===== src/rtl/dag_pkg.sv =====
package dag_pkg;
  typedef enum logic [2:0] {
    AM_PLAIN   = 3'd0,
    AM_DISP    = 3'd1,
    AM_PREDEC  = 3'd2,
    AM_POSTINC = 3'd3,
    AM_CODE    = 3'd4,
    AM_JUMP    = 3'd5
  } amode_e;

  localparam logic [1:0] PSEL_X = 2'd0;
  localparam logic [1:0] PSEL_Y = 2'd1;
  localparam logic [1:0] PSEL_Z = 2'd2;
  localparam int unsigned NUM_PTR = 3;

  function automatic logic forces_z(input logic [2:0] m);
    return (m == AM_CODE) || (m == AM_JUMP);
  endfunction
endpackage


===== src/rtl/dag_ptr_mux.sv =====
module dag_ptr_mux
  import dag_pkg::*;
#(
  parameter int REG_W = 8,
  localparam int AW = 2 * REG_W
) (
  input  logic [NUM_PTR-1:0][AW-1:0] ptrs,
  input  logic [1:0]                 sel,
  input  logic [2:0]                 mode,
  output logic [AW-1:0]              ptr,
  output logic [1:0]                 eff_sel
);
  always_comb begin
    if (forces_z(mode) || sel == 2'd3) eff_sel = PSEL_Z;
    else                               eff_sel = sel;
    case (eff_sel)
      PSEL_X:  ptr = ptrs[0];
      PSEL_Y:  ptr = ptrs[1];
      default: ptr = ptrs[2];
    endcase
  end
endmodule


===== src/rtl/dag_addr_calc.sv =====
module dag_addr_calc
  import dag_pkg::*;
#(
  parameter int REG_W  = 8,
  parameter int DISP_W = 6,
  localparam int AW = 2 * REG_W
) (
  input  logic [2:0]        mode,
  input  logic [AW-1:0]     ptr,
  input  logic [1:0]        eff_sel,
  input  logic [DISP_W-1:0] disp,
  output logic [AW-1:0]     addr,
  output logic              wb_en,
  output logic [AW-1:0]     wb_val,
  output logic              code,
  output logic              jump,
  output logic              to_r0
);
  logic [AW-1:0] dec_v, inc_v, off_v;

  assign dec_v = ptr - AW'(1);
  assign inc_v = ptr + AW'(1);
  assign off_v = (eff_sel == PSEL_X) ? ptr : ptr + AW'(disp);

  always_comb begin
    addr   = ptr;
    wb_en  = 1'b0;
    wb_val = ptr;
    code   = 1'b0;
    jump   = 1'b0;
    to_r0  = 1'b0;
    case (mode)
      AM_DISP:    addr = off_v;
      AM_PREDEC:  begin addr = dec_v; wb_val = dec_v; wb_en = 1'b1; end
      AM_POSTINC: begin wb_val = inc_v; wb_en = 1'b1; end
      AM_CODE:    begin code = 1'b1; to_r0 = 1'b1; end
      AM_JUMP:    jump = 1'b1;
      default:    ;
    endcase
  end
endmodule


===== src/rtl/dag_rsp_stage.sv =====
module dag_rsp_stage #(
  parameter int W = 8
) (
  input  logic         clk,
  input  logic         rst_n,
  input  logic         in_valid,
  output logic         in_ready,
  input  logic [W-1:0] in_data,
  output logic         out_valid,
  input  logic         out_ready,
  output logic [W-1:0] out_data
);
  assign in_ready = !out_valid || out_ready;

  always_ff @(posedge clk or negedge rst_n) begin
    if (!rst_n) begin
      out_valid <= 1'b0;
      out_data  <= '0;
    end else if (in_ready) begin
      out_valid <= in_valid;
      if (in_valid) out_data <= in_data;
    end
  end
endmodule


===== src/rtl/ptr_addr_gen.sv =====
module ptr_addr_gen
  import dag_pkg::*;
#(
  parameter int REG_W  = 8,
  parameter int DISP_W = 6,
  localparam int AW = 2 * REG_W
) (
  input  logic              clk,
  input  logic              rst_n,
  input  logic              req_valid,
  output logic              req_ready,
  input  logic [2:0]        req_mode,
  input  logic [1:0]        req_sel,
  input  logic [DISP_W-1:0] req_disp,
  input  logic [REG_W-1:0]  x_lo,
  input  logic [REG_W-1:0]  x_hi,
  input  logic [REG_W-1:0]  y_lo,
  input  logic [REG_W-1:0]  y_hi,
  input  logic [REG_W-1:0]  z_lo,
  input  logic [REG_W-1:0]  z_hi,
  output logic              rsp_valid,
  input  logic              rsp_ready,
  output logic [AW-1:0]     rsp_addr,
  output logic              rsp_wb_en,
  output logic [1:0]        rsp_wb_sel,
  output logic [AW-1:0]     rsp_wb_val,
  output logic              rsp_code,
  output logic              rsp_jump,
  output logic              rsp_to_r0
);
  localparam int PKT_W = 2 * AW + 6;

  logic [NUM_PTR-1:0][REG_W-1:0] lo_b, hi_b;
  logic [NUM_PTR-1:0][AW-1:0]    ptrs;

  assign lo_b = {z_lo, y_lo, x_lo};
  assign hi_b = {z_hi, y_hi, x_hi};

  for (genvar g = 0; g < NUM_PTR; g++) begin : g_pair
    assign ptrs[g] = {hi_b[g], lo_b[g]};
  end

  logic [AW-1:0] ptr, c_addr, c_wbv;
  logic [1:0]    eff_sel;
  logic          c_wbe, c_code, c_jump, c_r0;

  dag_ptr_mux #(.REG_W(REG_W)) u_mux (
    .ptrs(ptrs), .sel(req_sel), .mode(req_mode), .ptr(ptr), .eff_sel(eff_sel)
  );

  dag_addr_calc #(.REG_W(REG_W), .DISP_W(DISP_W)) u_calc (
    .mode(req_mode), .ptr(ptr), .eff_sel(eff_sel), .disp(req_disp),
    .addr(c_addr), .wb_en(c_wbe), .wb_val(c_wbv),
    .code(c_code), .jump(c_jump), .to_r0(c_r0)
  );

  logic [PKT_W-1:0] pkt_in, pkt_out;
  assign pkt_in = {c_addr, c_wbe, eff_sel, c_wbv, c_code, c_jump, c_r0};

  dag_rsp_stage #(.W(PKT_W)) u_stage (
    .clk(clk), .rst_n(rst_n),
    .in_valid(req_valid), .in_ready(req_ready), .in_data(pkt_in),
    .out_valid(rsp_valid), .out_ready(rsp_ready), .out_data(pkt_out)
  );

  assign {rsp_addr, rsp_wb_en, rsp_wb_sel, rsp_wb_val,
          rsp_code, rsp_jump, rsp_to_r0} = pkt_out;
endmodule


===== config.mk =====
export PLATFORM = sky130hd
export DESIGN_NAME = ptr_addr_gen
export DESIGN_NICKNAME = d
export VERILOG_FILES = /design/src/rtl/dag_pkg.sv /design/src/rtl/dag_ptr_mux.sv /design/src/rtl/dag_addr_calc.sv /design/src/rtl/dag_rsp_stage.sv /design/src/rtl/ptr_addr_gen.sv
export SDC_FILE = /design/constraint.sdc
export NUM_CORES = 1
export LEC_CHECK = 0
export BUFFER_PORTS_ARGS = -buffer_cell sky130_fd_sc_hd__buf_2
export CAP_MARGIN = 30
export CORE_MARGIN = 4
export CORE_UTILIZATION = 50
export CTS_CLUSTER_SIZE = 20
export DETAILED_ROUTE_END_ITERATION = 8
export PLACE_DENSITY = 0.8
export SLEW_MARGIN = 20
export SYNTH_ARGS = -nofsm -noshare
export SYNTH_HDL_FRONTEND = slang
export SYNTH_SLANG_ARGS = --single-unit

===== constraint.sdc =====
create_clock -name clk -period 1.7 [get_ports clk]
set_clock_uncertainty 0.05 [all_clocks]
set_input_delay 0.425 -clock clk [delete_from_list [all_inputs] [get_ports clk]]
set_output_delay 0.425 -clock clk [all_outputs]
set_load 0.05 [all_outputs]

After elaboration in Yosys (flattened, before gate mapping)
Cells that the tools add are included.
- memory bits (writable): 0
- register bits after elaboration: 39
- latch bits: 0
- memories kept: 0
- input bits: 63
- bits in read-only memories: 0
- multipliers: 0
- add/subtract/negate cells: 3
- shift operators: 0
- divide/modulo/power cells: 0
- equal/unequal tests: 7
- bitwise operators: 0
- muxes and demuxes: 8
- reductions and logical operators: 7
- $lt $le $gt $ge: 0
- operators by type and width (cell ; count):
    one-hot mux 16 bit (2 select lines) ; 3
    adder 16 x 1 -> 16 bit (second input constant) ; 1
    adder 16 x 6 -> 16 bit ; 1
    two-way mux 16 bit ; 1
    subtractor 16 x 1 -> 16 bit (second input constant) ; 1
    == test 3 x 2 -> 1 bit (second input constant) ; 2
    == test 3 bit (second input constant) ; 2
    == test 3 x 1 -> 1 bit (second input constant) ; 1
    logical OR 1 bit ; 3
    two-way mux 1 bit ; 3
    == test 2 x 1 -> 1 bit (second input constant) ; 1
    == test 2 bit (second input constant) ; 1
    logical NOT 2 bit ; 1
    two-way mux 2 bit ; 1
    AND reduction 2 bit ; 1
    OR reduction 2 bit ; 1
    logical NOT 1 bit ; 1

Longest topological paths before layout
Gate-level depths: netlist of run 1.
- depth in word-level cells: 9
- depth in mapped cells: 15

Modules after synthesis
Synthesis of run 1 repeated with hierarchy kept, for this count alone.
- cells, all modules: 318
- area total of the unflattened synthesis: 3296.9 um^2
- by module, submodules not included (module ; area an instance (um^2) ; instances ; cells an instance):
    dag_rsp_stage ; 1551.5 ; 1 ; 84
    dag_addr_calc ; 1243.7 ; 1 ; 195
    dag_ptr_mux ; 501.7 ; 1 ; 39

Worst setup path after synthesis of run 1
Ideal clock, no wire load.
- kind: in2reg
- start point: input port req_sel[0]
- end point: register u_stage.out_data[32]
- setup time: 134 ps
- stages: 15
- data arrival time: 3043 ps
- setup slack: -1527 ps
- cell sequence: buf_6 -> buf_6 -> mux2i_1 -> nand3_1 -> nand2_2 -> inv_2 -> ha_1 -> fa_1 -> nand3_1 -> a21boi_0 -> o311a_2 -> or3b_4 -> a21boi_0 -> xnor2_1 -> o21ai_0
- cells in the longest elaborated chain, start to end: 8
- elaborated cells between the ends (all ways): 10
- classes of those cells: add/sub (2); eq/ne (2); mux (4); reduce/logical (2)
- ends and longest elaborated chain (item ; RTL line ; text):
    start, declared ; ptr_addr_gen.sv:13 ; input logic [1:0] req_sel,
    == test 2 bit ; dag_ptr_mux.sv:14 ; if (forces_z(mode) || sel == 2'd3) eff_sel = PSEL_Z;
    logical OR 1 bit ; dag_ptr_mux.sv:14 ;
    two-way mux 2 bit (*) ; dag_ptr_mux.sv:14 ;
    == test 2 x 1 -> 1 bit / logical NOT 2 bit (equally long branches) ; dag_ptr_mux.sv:16, dag_addr_calc.sv:23 ;
    one-hot mux 16 bit (2 select lines) ; dag_ptr_mux.sv:16 ; case (eff_sel)
    adder 16 x 6 -> 16 bit ; dag_addr_calc.sv:23 ; assign off_v = (eff_sel == PSEL_X) ? ptr : ptr + AW'(disp);
    two-way mux 16 bit ; dag_addr_calc.sv:23 ;
    one-hot mux 16 bit (2 select lines) (*) ; dag_addr_calc.sv:32 ; case (mode)
    end signal, assigned ; dag_rsp_stage.sv:21 ; if (in_valid) out_data <= in_data;
    end, declared ; dag_rsp_stage.sv:11 ; output logic [W-1:0] out_data
Mark *: on every way between the ends. The rest lies on a longest branch, timed or not.
A chain may end at the register's enable or synchronous reset.

Final worst setup path of run 1
- start point: input port req_mode[2]
- end point: register u_stage.out_data[31]
- cells in the longest elaborated chain, start to end: 9
- elaborated cells between the ends (all ways): 14
- classes of those cells: add/sub (2); eq/ne (5); mux (4); reduce/logical (3)
- ends and longest elaborated chain (item ; RTL line ; text):
    start, declared ; ptr_addr_gen.sv:12 ; input logic [2:0] req_mode,
    == test 3 bit ; dag_pkg.sv:17 ; return (m == AM_CODE) || (m == AM_JUMP);
    logical OR 1 bit ; dag_pkg.sv:17 ;
    logical OR 1 bit ; dag_ptr_mux.sv:14 ;
    two-way mux 2 bit ; dag_ptr_mux.sv:14 ;
    == test 2 x 1 -> 1 bit / logical NOT 2 bit (equally long branches) ; dag_ptr_mux.sv:16, dag_addr_calc.sv:23 ;
    one-hot mux 16 bit (2 select lines) ; dag_ptr_mux.sv:16 ;
    adder 16 x 6 -> 16 bit ; dag_addr_calc.sv:23 ;
    two-way mux 16 bit ; dag_addr_calc.sv:23 ;
    one-hot mux 16 bit (2 select lines) (*) ; dag_addr_calc.sv:32 ;
Marked as above.

==> results of run 1 <==
==> what timing repair did <==
action | CTS | global route
gates cloned | 0 | 0
gates resized for setup | 112 | 61
pin swaps | 57 | 39
buffers inserted | 31 | 27
setup endpoints to repair | 30 | 31
==> through the flow <==
stage | util [%] | setup TNS [ps]
global placement | 74.00 | -32170
global route | 92.88 | -26100
CTS | 85.58 | -17740
detailed placement | 74.00 | -33950
finish | 92.88 | -24990
floorplan | - | -21710
==> cell type report <==
type                            count  area, um2  area share, %
Multi-Input combinational cell    362       3326          49.37
Timing Repair Buffer              298       2191          32.52
Sequential cell                    38      952.2          14.13
Tap cell                           99      123.9          1.839
Clock buffer                        6      82.58          1.226
Inverter                           11      48.80         0.7244
Clock inverter                      2      12.51         0.1857
==> report_power, final <==
group / internal, mW / leakage, nW / total (mW) / switching, mW
clock: 0.328 / 0.0472 / 0.736 / 0.408
combinational: 1.01 / 2.47 / 2.77 / 1.75
sequential: 1.04 / 0.459 / 1.14 / 0.0949
total: 2.38 / 2.97 / 4.64 / 2.25
==> cell families (layout without fill, tap and decap cells) <==
logic type | count (synthesis) | after routing
mux | 15 | 15
fa+ha+maj | 10 | 10
compound gates | 149 | 149
buf+inv | 42 | 317
flops | 38 | 38
simple gates | 170 | 170
xor+xnor | 18 | 18
==> registers in the layout, summed over array words and instances (netlist names) <==
signal and count:
u_stage.out_data 37, u_stage.out_valid 1
==> layout by cell type (no fill, tap or decap), drive strengths merged, types with 7 or more instances in the layout <==
cell / n
o31ai: 7
xnor2: 16
mux2i: 13
nand2: 50
a31oi: 11
nor3: 19
nor2: 35
inv: 11
buf: 298
nand3: 10
o21ai: 42
or2: 7
dfrtp: 38
nand4: 9
a21o: 8
nor4: 13
a21oi: 35
ha: 9
==> path summary, 6_finish.rpt <==
check	end	slack [ps]	cells past startpoint
max reg2reg	u_stage.out_data[16]	90	5
max in group asynchronous	u_stage.out_data[24]	1080	2
min in group clk	u_stage.out_valid	310	2
min	u_stage.out_data[7]	20	1
max	u_stage.out_data[31]	-1200	14
min reg2reg	u_stage.out_data[30]	440	2
==> per-layer routing <==
| metal | vias up | part of all wire, % |
|---|---|---|
| met2 | 780 | 40 |
| li1 | 2199 | - |
| met3 | 362 | 16 |
| met1 | 2641 | 31 |
| met5 | - | 0 |
| met4 | 0 | 14 |
==> out/results.md, run 1 <==
| Item | This run | Unit |
|---|---|---|
| Result of the run | finished, violations left | - |
| Failing checks | design-rule violations, negative setup slack | - |
| Number of top-level pins | 103 | - |
| Total Routed Length | 24300 | um |
| Arrival time reported for the critical path endpoint | 3040 | ps |
| Launch point of the worst path | req_mode[2] | - |
| Post-synthesis adder-cell area fraction | 3.544 | % |
| Area Growth Syn to Fin | 80.01 | % |
| Type of origin of the critical path | primary input | - |
| Number of setup violations in the final report | 31 | - |
| Die height | 94.52 | um |
| Inserted Clock Buffers | 5 | - |
| Number of placement rows | 31 | - |
| Largest family of logic cells by synthesized area | compound AO/OA/AOI/OAI gates | - |
| Top cell family by delay on the critical path | compound AO/OA/AOI/OAI gates | - |
| Buffer type at the clock tree root | sky130_fd_sc_hd__clkbuf_8 | - |
| Depth of the CTS H-tree | 2 | - |
| Critical Path, Cell by Cell | buf_6 > nor2b_4 > buf_12 > a2111oi_4 > or2_1 > inv_2 > ha_4 > buf_4 > o311ai_4 > buf_4 > nor3_2 > nand3_1 > o211ai_1 > o32a_1 | - |
| Post-synthesis cell count | 442 | - |
| Remaining Overflow, GRT | 0 | - |
| Layout net count | 789 | - |
| DP Area | 5368 | um2 |
| Drc violations | 43 | - |
| Maximum vdd drop | 0.0004768 | V |
| Critical Path Most Common Cell | sky130_fd_sc_hd__buf_4 | - |
| Number of detailed-route iterations in the first pass | 9 | - |
| Start-to-end type of the worst setup path | primary input to flip-flop | - |
| DRT antenna net count | 0 | - |
| Crit. End Element | flip-flop | - |
| Average routed wire per standard cell | 29.78 | um |
| Leading post-synthesis cells by cell area | sky130_fd_sc_hd__dfrtp_1, sky130_fd_sc_hd__nand2_1, sky130_fd_sc_hd__a21oi_1 | - |
| Final Slew Violations | 0 | - |
| Type of the most critical hold path | primary input to asynchronous set/reset pin | - |
| Maximum fanout count along the critical path | 6 | - |
| Cell with the largest stage delay on the worst path | sky130_fd_sc_hd__o311ai_4 | - |
| Met3 usage in global routing | 10.60 | % |
| Number of distinct library cells after synthesis | 83 | - |
| PortBufs | 102 | - |
| Layout cells sized above 1 | 62.62 | % |
| Total power of the final layout | 4.639 | mW |
| Initial antenna violation count | 0 | - |
| Met2 usage in global routing | 63.42 | % |
| Core area | 7253 | um2 |
| Warnings from Yosys | 0 | - |
| Hold violation count in the final report | 0 | - |
| Final critical-path setup slack | -1197 | ps |
| Die Width | 94.52 | um |
| Summed area of non-filler cells in the final layout | 6736 | um2 |
| Wire length of the first global-routing pass | 26940 | um |
| Vias in the first global route | 5085 | - |
| Final weighted congestion in routability-driven placement | 0.9721 | - |
| Synth Area in Compound Gates | 29.02 | % |
| GRT busiest layer | met2 | - |
| Power per cell area | 688.7 | nW/um2 |
| Final HPWL DP | 11420 | um |
| Post-Synthesis Cell Area | 3742 | um2 |
| Number of instances in the placed design | 751 | - |
| Portion of synthesized cell area occupied by the leading cell type | 25.41 | % |
| CTS sink cnt | 38 | - |
| Met1 track demand over resource | 48.37 | % |
| Synthesized area per cell | 8.467 | um2 |
| Area of the die | 8933 | um2 |
| Mapped Nets | 515 | - |
| Clk_lat worst skew | 310 | ps |
| Pre-CTS setup slack | -1484 | ps |
| Clock tree from TritonCTS | done | - |
| Global routing usage summed across all routing layers | 39.49 | % |
| Worst-case hold slack | 23.40 | ps |
| Vias post-DR | 5982 | - |
| Cell taking the most area after synthesis | sky130_fd_sc_hd__dfrtp_1 | - |
| Async S/R FF share, synth | 100.0 | % |
| Period utilisation layout | 170.4 | % |
| Buffers from clock root to sink, at most | 2 | - |
| Seq/Total Area, Yosys | 25.41 | % |
| DR iter-0 viols | 1162 | - |
| Clock slew at the register clock pins of the worst setup and hold paths | 100 | ps |
| Top-count cell post-synth | sky130_fd_sc_hd__nand2_1 | - |
| Simple-Gate Fraction of Synth Area | 26.35 | % |
| Worst Max-Slew Pin Slew | 852.7 | ps |
| Standby leakage power | 2.971 | nW |
| Synthesized-area fraction occupied by xor and xnor cells | 4.213 | % |
| Maximum number of pins on one net before global-route repair | 47 | - |
| Max-cap violations | 0 | - |
| Top cell types by occurrence after synthesis | sky130_fd_sc_hd__nand2_1, sky130_fd_sc_hd__dfrtp_1, sky130_fd_sc_hd__nor2_1 | - |
| Dominant synthesized flop cell | sky130_fd_sc_hd__dfrtp_1 | - |
| Number of synthesized register bits | 38 | - |
| Fmax | 345.2 | MHz |
| # hold bufs at CTS | 0 | - |
| Origin of the critical flop-to-flop path | u_stage.out_valid | - |
| Data required, critical path | 1840 | ps |
| Share of synthesized area spent on multiplexers | 4.413 | % |
| Longest individual stage delay on the worst path | 410 | ps |
| Routed via count divided by cell count | 7.331 | - |
| Diodes inserted | 0 | - |
| Final period demand of the worst path | 2897 | ps |
| Post-synth EDFFs | 0 | - |
| Unrepaired setup endpoints after global routing | yes | - |
| Relative slew margins | 42.56 | % |
| Fill cell instance count of the final layout | 243 | - |
| Buffers & Inverters on Critical Path | 5 | - |
| Finished Layout Cells | 816 | - |
| Initial standard-cell utilization of the core | 51.60 | % |
(Power assumes the default switching activity.)
==> run 2: changes to the inputs <==
--- a/config.mk
+++ b/config.mk
@@ -8,10 +8,10 @@
 export BUFFER_PORTS_ARGS = -buffer_cell sky130_fd_sc_hd__buf_2
 export CAP_MARGIN = 30
 export CORE_MARGIN = 4
-export CORE_UTILIZATION = 50
+export CORE_UTILIZATION = 38
 export CTS_CLUSTER_SIZE = 20
 export DETAILED_ROUTE_END_ITERATION = 8
-export PLACE_DENSITY = 0.8
+export PLACE_DENSITY = 0.64
 export SLEW_MARGIN = 20
 export SYNTH_ARGS = -nofsm -noshare
 export SYNTH_HDL_FRONTEND = slang
==> run 2 against run 1 <==
Effect of this change: the run ends with negative setup slack left; cell count increased by 2.9%; die area increased by 29%; clock-buffer cell count unchanged; global-route usage decreased by 12 points; sequential power about the same; register-to-register slack improved by 140 ps; core utilization decreased by 20 points; setup slack improved by 120 ps; sequential cell count unchanged; power decreased by 5.9%; largest cell class unchanged.
==> out/results.md, run 2 (synthesis gave the netlist of run 1 again) <==
| Item | This run | Unit |
|---|---|---|
| Relative slew margins | 64.28 | % |
| Cell with the largest stage delay on the worst path | sky130_fd_sc_hd__or3b_4 | - |
| Die height | 107.2 | um |
| Inserted Clock Buffers | 5 | - |
| Crit. End Element | flip-flop | - |
| # hold bufs at CTS | 0 | - |
| Global routing usage summed across all routing layers | 27.82 | % |
| Final HPWL DP | 11360 | um |
| Number of detailed-route iterations in the first pass | 5 | - |
| Origin of the critical flop-to-flop path | u_stage.out_valid | - |
| Core area | 9415 | um2 |
| Start-to-end type of the worst setup path | primary input to flip-flop | - |
| Average routed wire per standard cell | 19.64 | um |
| Finished Layout Cells | 840 | - |
| Final Slew Violations | 0 | - |
| Largest register by flop count | u_stage.out_data | - |
| Clock tree from TritonCTS | done | - |
| Buffer type at the clock tree root | sky130_fd_sc_hd__clkbuf_8 | - |
| Most frequent standard cell in the layout excluding fill and tap cells | sky130_fd_sc_hd__buf_4 | - |
| Vias post-DR | 4709 | - |
| Maximum fanout count along the critical path | 5 | - |
| Area Growth Syn to Fin | 82.15 | % |
| Worst reg2reg path depth | 5 | - |
| Type of origin of the critical path | primary input | - |
| Arrival time reported for the critical path endpoint | 2920 | ps |
| Wire length of the first global-routing pass | 24950 | um |
| Power per cell area | 640.6 | nW/um2 |
| Layout net count | 783 | - |
| Final critical-path setup slack | -1073 | ps |
| Initial antenna violation count | 0 | - |
| Layout cells sized above 1 | 62.03 | % |
| Reported net switching power | 1.987 | mW |
| Result of the run | finished, violations left | - |
| DR iter-0 viols | 386 | - |
| Number of setup violations in the final report | 30 | - |
| Vias in the first global route | 4626 | - |
| Max-cap violations | 0 | - |
| Clk_lat worst skew | 310 | ps |
| Number of instances in the placed design | 776 | - |
| Unrepaired setup endpoints after global routing | yes | - |
| CTS sink cnt | 38 | - |
| Worst Max-Slew Pin Slew | 532.2 | ps |
| Buffers from clock root to sink, at most | 2 | - |
| Number of flip-flops under the largest register name | 37 | - |
| Endpoint of the worst register-to-register path | u_stage.out_data[15] | - |
| Final period demand of the worst path | 2773 | ps |
| Type of the most critical hold path | primary input to asynchronous set/reset pin | - |
| PortBufs | 102 | - |
| Initial standard-cell utilization of the core | 39.75 | % |
| Cell internal power dissipation | 2.380 | mW |
| Sequential share of power | 25.5 | % |
| Failing checks | negative setup slack | - |
| Depth of the CTS H-tree | 2 | - |
| Final weighted congestion in routability-driven placement | 0.9155 | - |
| Remaining Overflow, GRT | 0 | - |
| Die Width | 107.2 | um |
| Total Routed Length | 16500 | um |
| Routed via count divided by cell count | 5.606 | - |
| Most used cells in the layout excluding fill and tap cells | sky130_fd_sc_hd__buf_4, sky130_fd_sc_hd__buf_2, sky130_fd_sc_hd__nand2_1, sky130_fd_sc_hd__dfrtp_1, sky130_fd_sc_hd__buf_6 | - |
| Critical Path, Cell by Cell | buf_4 > buf_8 > a2111oi_4 > or2_1 > inv_2 > ha_4 > a21boi_4 > o311a_4 > or3b_4 > nor4_4 > mux2i_1 > a31oi_1 | - |
| Data required, critical path | 1850 | ps |
| Hold violation count in the final report | 0 | - |
| Number of top-level pins | 103 | - |
| Standby leakage power | 2.989 | nW |
| Area taken by multi-input logic gates | 3344 | um2 |
| Part of the total power dissipated in combinational logic | 58.0 | % |
| Relative contribution of the clock network to total power | 16.5 | % |
| Number of placement rows | 35 | - |
| Diodes inserted | 0 | - |
| Maximum number of pins on one net before global-route repair | 43 | - |
| Switching portion of total power | 45.49 | % |
| Clock slew at the register clock pins of the worst setup and hold paths | 100 | ps |
| Longest individual stage delay on the worst path | 430 | ps |
| Maximum vdd drop | 0.0003772 | V |
| Sequential Area | 952.2 | um2 |
| Worst reg2reg setup slack | 230 | ps |
| Area of the die | 11500 | um2 |
| Total power of the final layout | 4.367 | mW |
| Fill cell instance count of the final layout | 680 | - |
| Registers with the highest flip-flop counts | u_stage.out_data x37, u_stage.out_valid x1 | - |
| DRT antenna net count | 0 | - |
| Period utilisation layout | 163.1 | % |
| Fmax | 360.7 | MHz |
| Drc violations | 0 | - |
==> run 2: cell count changes in the layout (fill, tap and decap cells not counted), moves of 3 or more <==
cell	before	now
sky130_fd_sc_hd__buf_6	25	32
sky130_fd_sc_hd__nor3_4	3	7
sky130_fd_sc_hd__nor3_2	9	5
sky130_fd_sc_hd__o21ai_1	22	25
sky130_fd_sc_hd__buf_4	165	149
sky130_fd_sc_hd__mux2i_1	12	9
sky130_fd_sc_hd__buf_12	6	9
==> run 2: timing repair <==
action	in CTS	in global routing
cloned	2	0
endpoints found under the setup margin	31	31
pin swaps	61	62
setup buffers	49	18
resized for setup	139	50
==> run 2: area by class of cell <==
cell class | instances | share of cell area [%]
multi-input combinational | 363 | 49.06
timing repair buffer | 291 | 32.45
sequential | 38 | 13.97
tap | 129 | 2.368
clock buffer | 6 | 1.211
inverter | 11 | 0.7526
clock inverter | 2 | 0.1836
==> run 2: per-stage QoR <==
step	cell area, um2	hold WS, ps	worst slack [ps]	setup TNS (ps)	util [%]
after floorplan	3904	79.41	-1295	-21710	-
after global placement	5380	354.9	-1422	-33480	57.14
after detailed placement	5380	357.3	-1531	-34870	57.14
after CTS	6506	23.72	-954.5	-21260	69.10
after global routing	6817	22.54	-1130	-21890	72.40
final	6817	10.58	-1073	-19610	72.40
==> run 2: worst max path at each step <==
| stage | cells past startpoint | from | slack, ps | endpoint |
|---|---|---|---|---|
| after CTS | 12 | req_mode[2] | -950 | u_stage.out_data[36] |
| after floorplan | 14 | req_sel[0] | -1300 | u_stage.out_data[36] |
| after detailed placement | 13 | req_mode[1] | -1530 | u_stage.out_data[36] |
| final | 12 | req_sel[1] | -1070 | u_stage.out_data[36] |
| after global routing | 12 | req_sel[1] | -1130 | u_stage.out_data[36] |
| after global placement | 13 | req_mode[1] | -1420 | u_stage.out_data[36] |
==> run 2: critical path: cells and delay by family <==
family	cells	cell delay (ps)
AO/OA/AOI/OAI	4	820
adder cells (fa/ha/maj)	1	270
buffers and inverters	3	360
multiplexers	1	230
AND/OR/NAND/NOR	3	820
==> run 2: per-layer routing <==
| layer | vias up | track usage (%) | wire, um |
|---|---|---|---|
| met5 | - | 0 | 0 |
| met4 | 0 | 8.493 | 468 |
| met3 | 39 | 4.395 | 1113 |
| met2 | 214 | 45.58 | 7998 |
| met1 | 2255 | 37.60 | 6917 |
| li1 | 2201 | - | - |
==> run 2: power groups by stage <==
stage | registers, mW | logic, mW | clock network, mW
detailed placement | 1.13 | 2.03 | 0
finish | 1.11 | 2.53 | 0.720
CTS | 1.11 | 2.36 | 0.713
floorplan | 1.63 | 0.804 | 0
global route | 1.13 | 2.67 | 0.772
global placement | 1.12 | 2.01 | 0
==> run 3: changes to the inputs <==
==> constraint.sdc (replaced) <==
create_clock -name clk -period 1.7 [get_ports clk]
set_clock_uncertainty 0.05 [all_clocks]
set_input_delay 0.34 -clock clk [delete_from_list [all_inputs] [get_ports clk]]
set_output_delay 0.34 -clock clk [all_outputs]
set_load 0.05 [all_outputs]
==> run 3 against run 2 <==
Effect of this change: the run still ends with negative setup slack left; critical path depth grew 1; global-route usage shrank 2.4 points; sequential power is essentially flat; final area shrank 2.9%; clock power grew 36%; die area is the same; wire length shrank 2.0%; power grew 4.2%; critical path type unchanged; largest cell class unchanged; largest power group unchanged.
==> out/results.md, run 3 (synthesis gave the netlist of run 1 again) <==
| Item | This run | Unit |
|---|---|---|
| Result of the run | finished, violations left | - |
| Failing checks | negative setup slack | - |
| Clock slew at the register clock pins of the worst setup and hold paths | 90 | ps |
| Max-cap violations | 0 | - |
| Arrival time reported for the critical path endpoint | 2820 | ps |
| DR iter-0 viols | 371 | - |
| Diodes inserted | 0 | - |
| Type of the most critical hold path | primary input to flip-flop | - |
| Initial standard-cell utilization of the core | 39.75 | % |
| Registers with the highest flip-flop counts | u_stage.out_data x37, u_stage.out_valid x1 | - |
| Most used cells in the layout excluding fill and tap cells | sky130_fd_sc_hd__buf_4, sky130_fd_sc_hd__buf_2, sky130_fd_sc_hd__nand2_1, sky130_fd_sc_hd__dfrtp_1, sky130_fd_sc_hd__buf_6 | - |
| Vias in the first global route | 4458 | - |
| Final weighted congestion in routability-driven placement | 0.9654 | - |
| Largest register by flop count | u_stage.out_data | - |
| PortBufs | 102 | - |
| Crit. End Element | flip-flop | - |
| DRT antenna net count | 0 | - |
| Average routed wire per standard cell | 19.65 | um |
| Data required, critical path | 1830 | ps |
| Maximum fanout count along the critical path | 5 | - |
| Buffers from clock root to sink, at most | 2 | - |
| Layout net count | 766 | - |
| Layout cells sized above 1 | 60.66 | % |
| Number of placement rows | 35 | - |
| Fill cell instance count of the final layout | 699 | - |
| Top cell family by delay on the critical path | simple AND/OR/NAND/NOR gates | - |
| Wire length of the first global-routing pass | 23100 | um |
| Fmax | 372.2 | MHz |
| Setup TNS | -18400 | ps |
| Clock tree from TritonCTS | done | - |
| Worst Max-Slew Pin Slew | 583.2 | ps |
| Power per cell area | 687.5 | nW/um2 |
| Maximum vdd drop | 0.0004793 | V |
| Fin util | 70.29 | % |
| Start-to-end type of the worst setup path | primary input to flip-flop | - |
| Number of stages on the worst setup path | 13 | - |
| Cell depth of the worst hold path | 2 | - |
| Critical Path, Cell by Cell | buf_8 > buf_6 > nand2b_4 > a21oi_2 > or2_4 > inv_1 > ha_2 > or2_4 > o311a_4 > or3b_4 > nor4_4 > mux2i_1 > a31oi_1 | - |
| Number of detailed-route iterations in the first pass | 5 | - |
| Remaining Overflow, GRT | 0 | - |
| CTS sink cnt | 38 | - |
| Global routing usage summed across all routing layers | 25.37 | % |
| Most frequent standard cell in the layout excluding fill and tap cells | sky130_fd_sc_hd__buf_4 | - |
| Relative slew margins | 60.86 | % |
| Number of top-level pins | 103 | - |
| Die Width | 107.2 | um |
| Total Routed Length | 16180 | um |
| Worst reg2reg path depth | 6 | - |
| Critical Path Most Common Cell | sky130_fd_sc_hd__or2_4 | - |
| Clk_lat worst skew | 300 | ps |
| Hold violation count in the final report | 0 | - |
| Routed via count divided by cell count | 5.750 | - |
| Final HPWL DP | 11370 | um |
| Maximum number of pins on one net before global-route repair | 56 | - |
| Depth of the CTS H-tree | 2 | - |
| Longest individual stage delay on the worst path | 420 | ps |
| Pre-CTS setup slack | -1478 | ps |
| Area of the die | 11500 | um2 |
| Drc violations | 0 | - |
| Type of origin of the critical path | primary input | - |
| Cell with the largest stage delay on the worst path | sky130_fd_sc_hd__or3b_4 | - |
| Final Slew Violations | 0 | - |
| Core area | 9415 | um2 |
| Standby leakage power | 2.899 | nW |
| Final period demand of the worst path | 2687 | ps |
| Die height | 107.2 | um |
| Final critical-path setup slack | -986.5 | ps |
| Number of flip-flops under the largest register name | 37 | - |
| Area Growth Syn to Fin | 76.83 | % |
| Unrepaired setup endpoints after global routing | yes | - |
| Period utilisation layout | 158.0 | % |
| Vias post-DR | 4732 | - |
| Buffers & Inverters on Critical Path | 3 | - |
| Inserted Clock Buffers | 5 | - |
| Number of setup violations in the final report | 31 | - |
| Initial antenna violation count | 0 | - |
| Buffer type at the clock tree root | sky130_fd_sc_hd__clkbuf_8 | - |
-- run 3: cell count changes in the layout (fill, tap and decap cells not counted), moves of 3 or more --
| cell | change |
|---|---|
| sky130_fd_sc_hd__buf_4 | -18 |
| sky130_fd_sc_hd__nor3_4 | -5 |
| sky130_fd_sc_hd__buf_12 | -4 |
| sky130_fd_sc_hd__nor3_2 | +4 |
| sky130_fd_sc_hd__a21oi_2 | -3 |
| sky130_fd_sc_hd__buf_6 | +3 |
-- run 3: routing by layer --
| layer | vias to the layer above | global-route usage, % | routed length, um |
|---|---|---|---|
| met2 | 242 | 40.13 | 7482 |
| met4 | 0 | 6.941 | 487 |
| met3 | 47 | 4.576 | 1190 |
| met1 | 2287 | 35.45 | 7015 |
| li1 | 2156 | - | - |
| met5 | - | 0 | 0 |
-- run 3: stage by stage --
| step | hold slack [ps] | area (um2) | cells | power [mW] |
|---|---|---|---|---|
| floorplan | -5.591 | 3901 | 442 | 2.433 |
| global route | 232.1 | 6618 | 823 | 4.747 |
| detailed placement | 263.2 | 5303 | 766 | 3.147 |
| CTS | 211.2 | 5986 | 797 | 4.302 |
| global placement | 252.7 | 5303 | 766 | 3.116 |
| finish | 211.5 | 6618 | 823 | 4.549 |
-- run 3: worst paths after layout --
kind | to | startpoint | slack, ps
max | u_stage.out_data[36] | req_mode[1] | -990
min | u_stage.out_valid | req_valid | 210
max reg2reg | u_stage.out_data[18] | u_stage.out_valid | 200
min reg2reg | u_stage.out_data[29] | u_stage.out_data[29] | 430
max in group asynchronous | u_stage.out_data[19] | rst_n | 660
min in group asynchronous | u_stage.out_data[26] | rst_n | 450
-- run 3: report_power, final --
part / switching (mW) / internal [mW]
combinational: 1.50 / 0.954
sequential: 0.0717 / 1.04
clock: 0.393 / 0.589
total: 1.96 / 2.59
-- run 3: worst register-to-register path, stage by stage (launching register included) --
cell and delay, ps:
sky130_fd_sc_hd__dfrtp_2 420, sky130_fd_sc_hd__nand2b_2 90, sky130_fd_sc_hd__and2_1 270, sky130_fd_sc_hd__buf_4 240, sky130_fd_sc_hd__nand2b_1 100, sky130_fd_sc_hd__a21oi_1 170, sky130_fd_sc_hd__nor2_2 60
-- run 3: final cells by class --
type / count / area [um2] / area share [%]
clock buffer: 5 / 68.82 / 1.040
clock inverter: 3 / 68.82 / 1.040
inverter: 11 / 47.55 / 0.7185
multi-input combinational: 363 / 3271 / 49.42
sequential: 38 / 952.2 / 14.39
tap: 129 / 161.4 / 2.439
timing repair buffer: 274 / 2048 / 30.95
-- run 3: what timing repair did --
action | 4_1_cts | 5_1_grt
endpoints found under the hold margin | 15 | 0
setup buffers | 20 | 37
setup endpoints to repair | 30 | 30
cloned | 2 | 0
hold buffers | 1 | 0
pin swaps | 40 | 69
gates resized for setup | 81 | 101
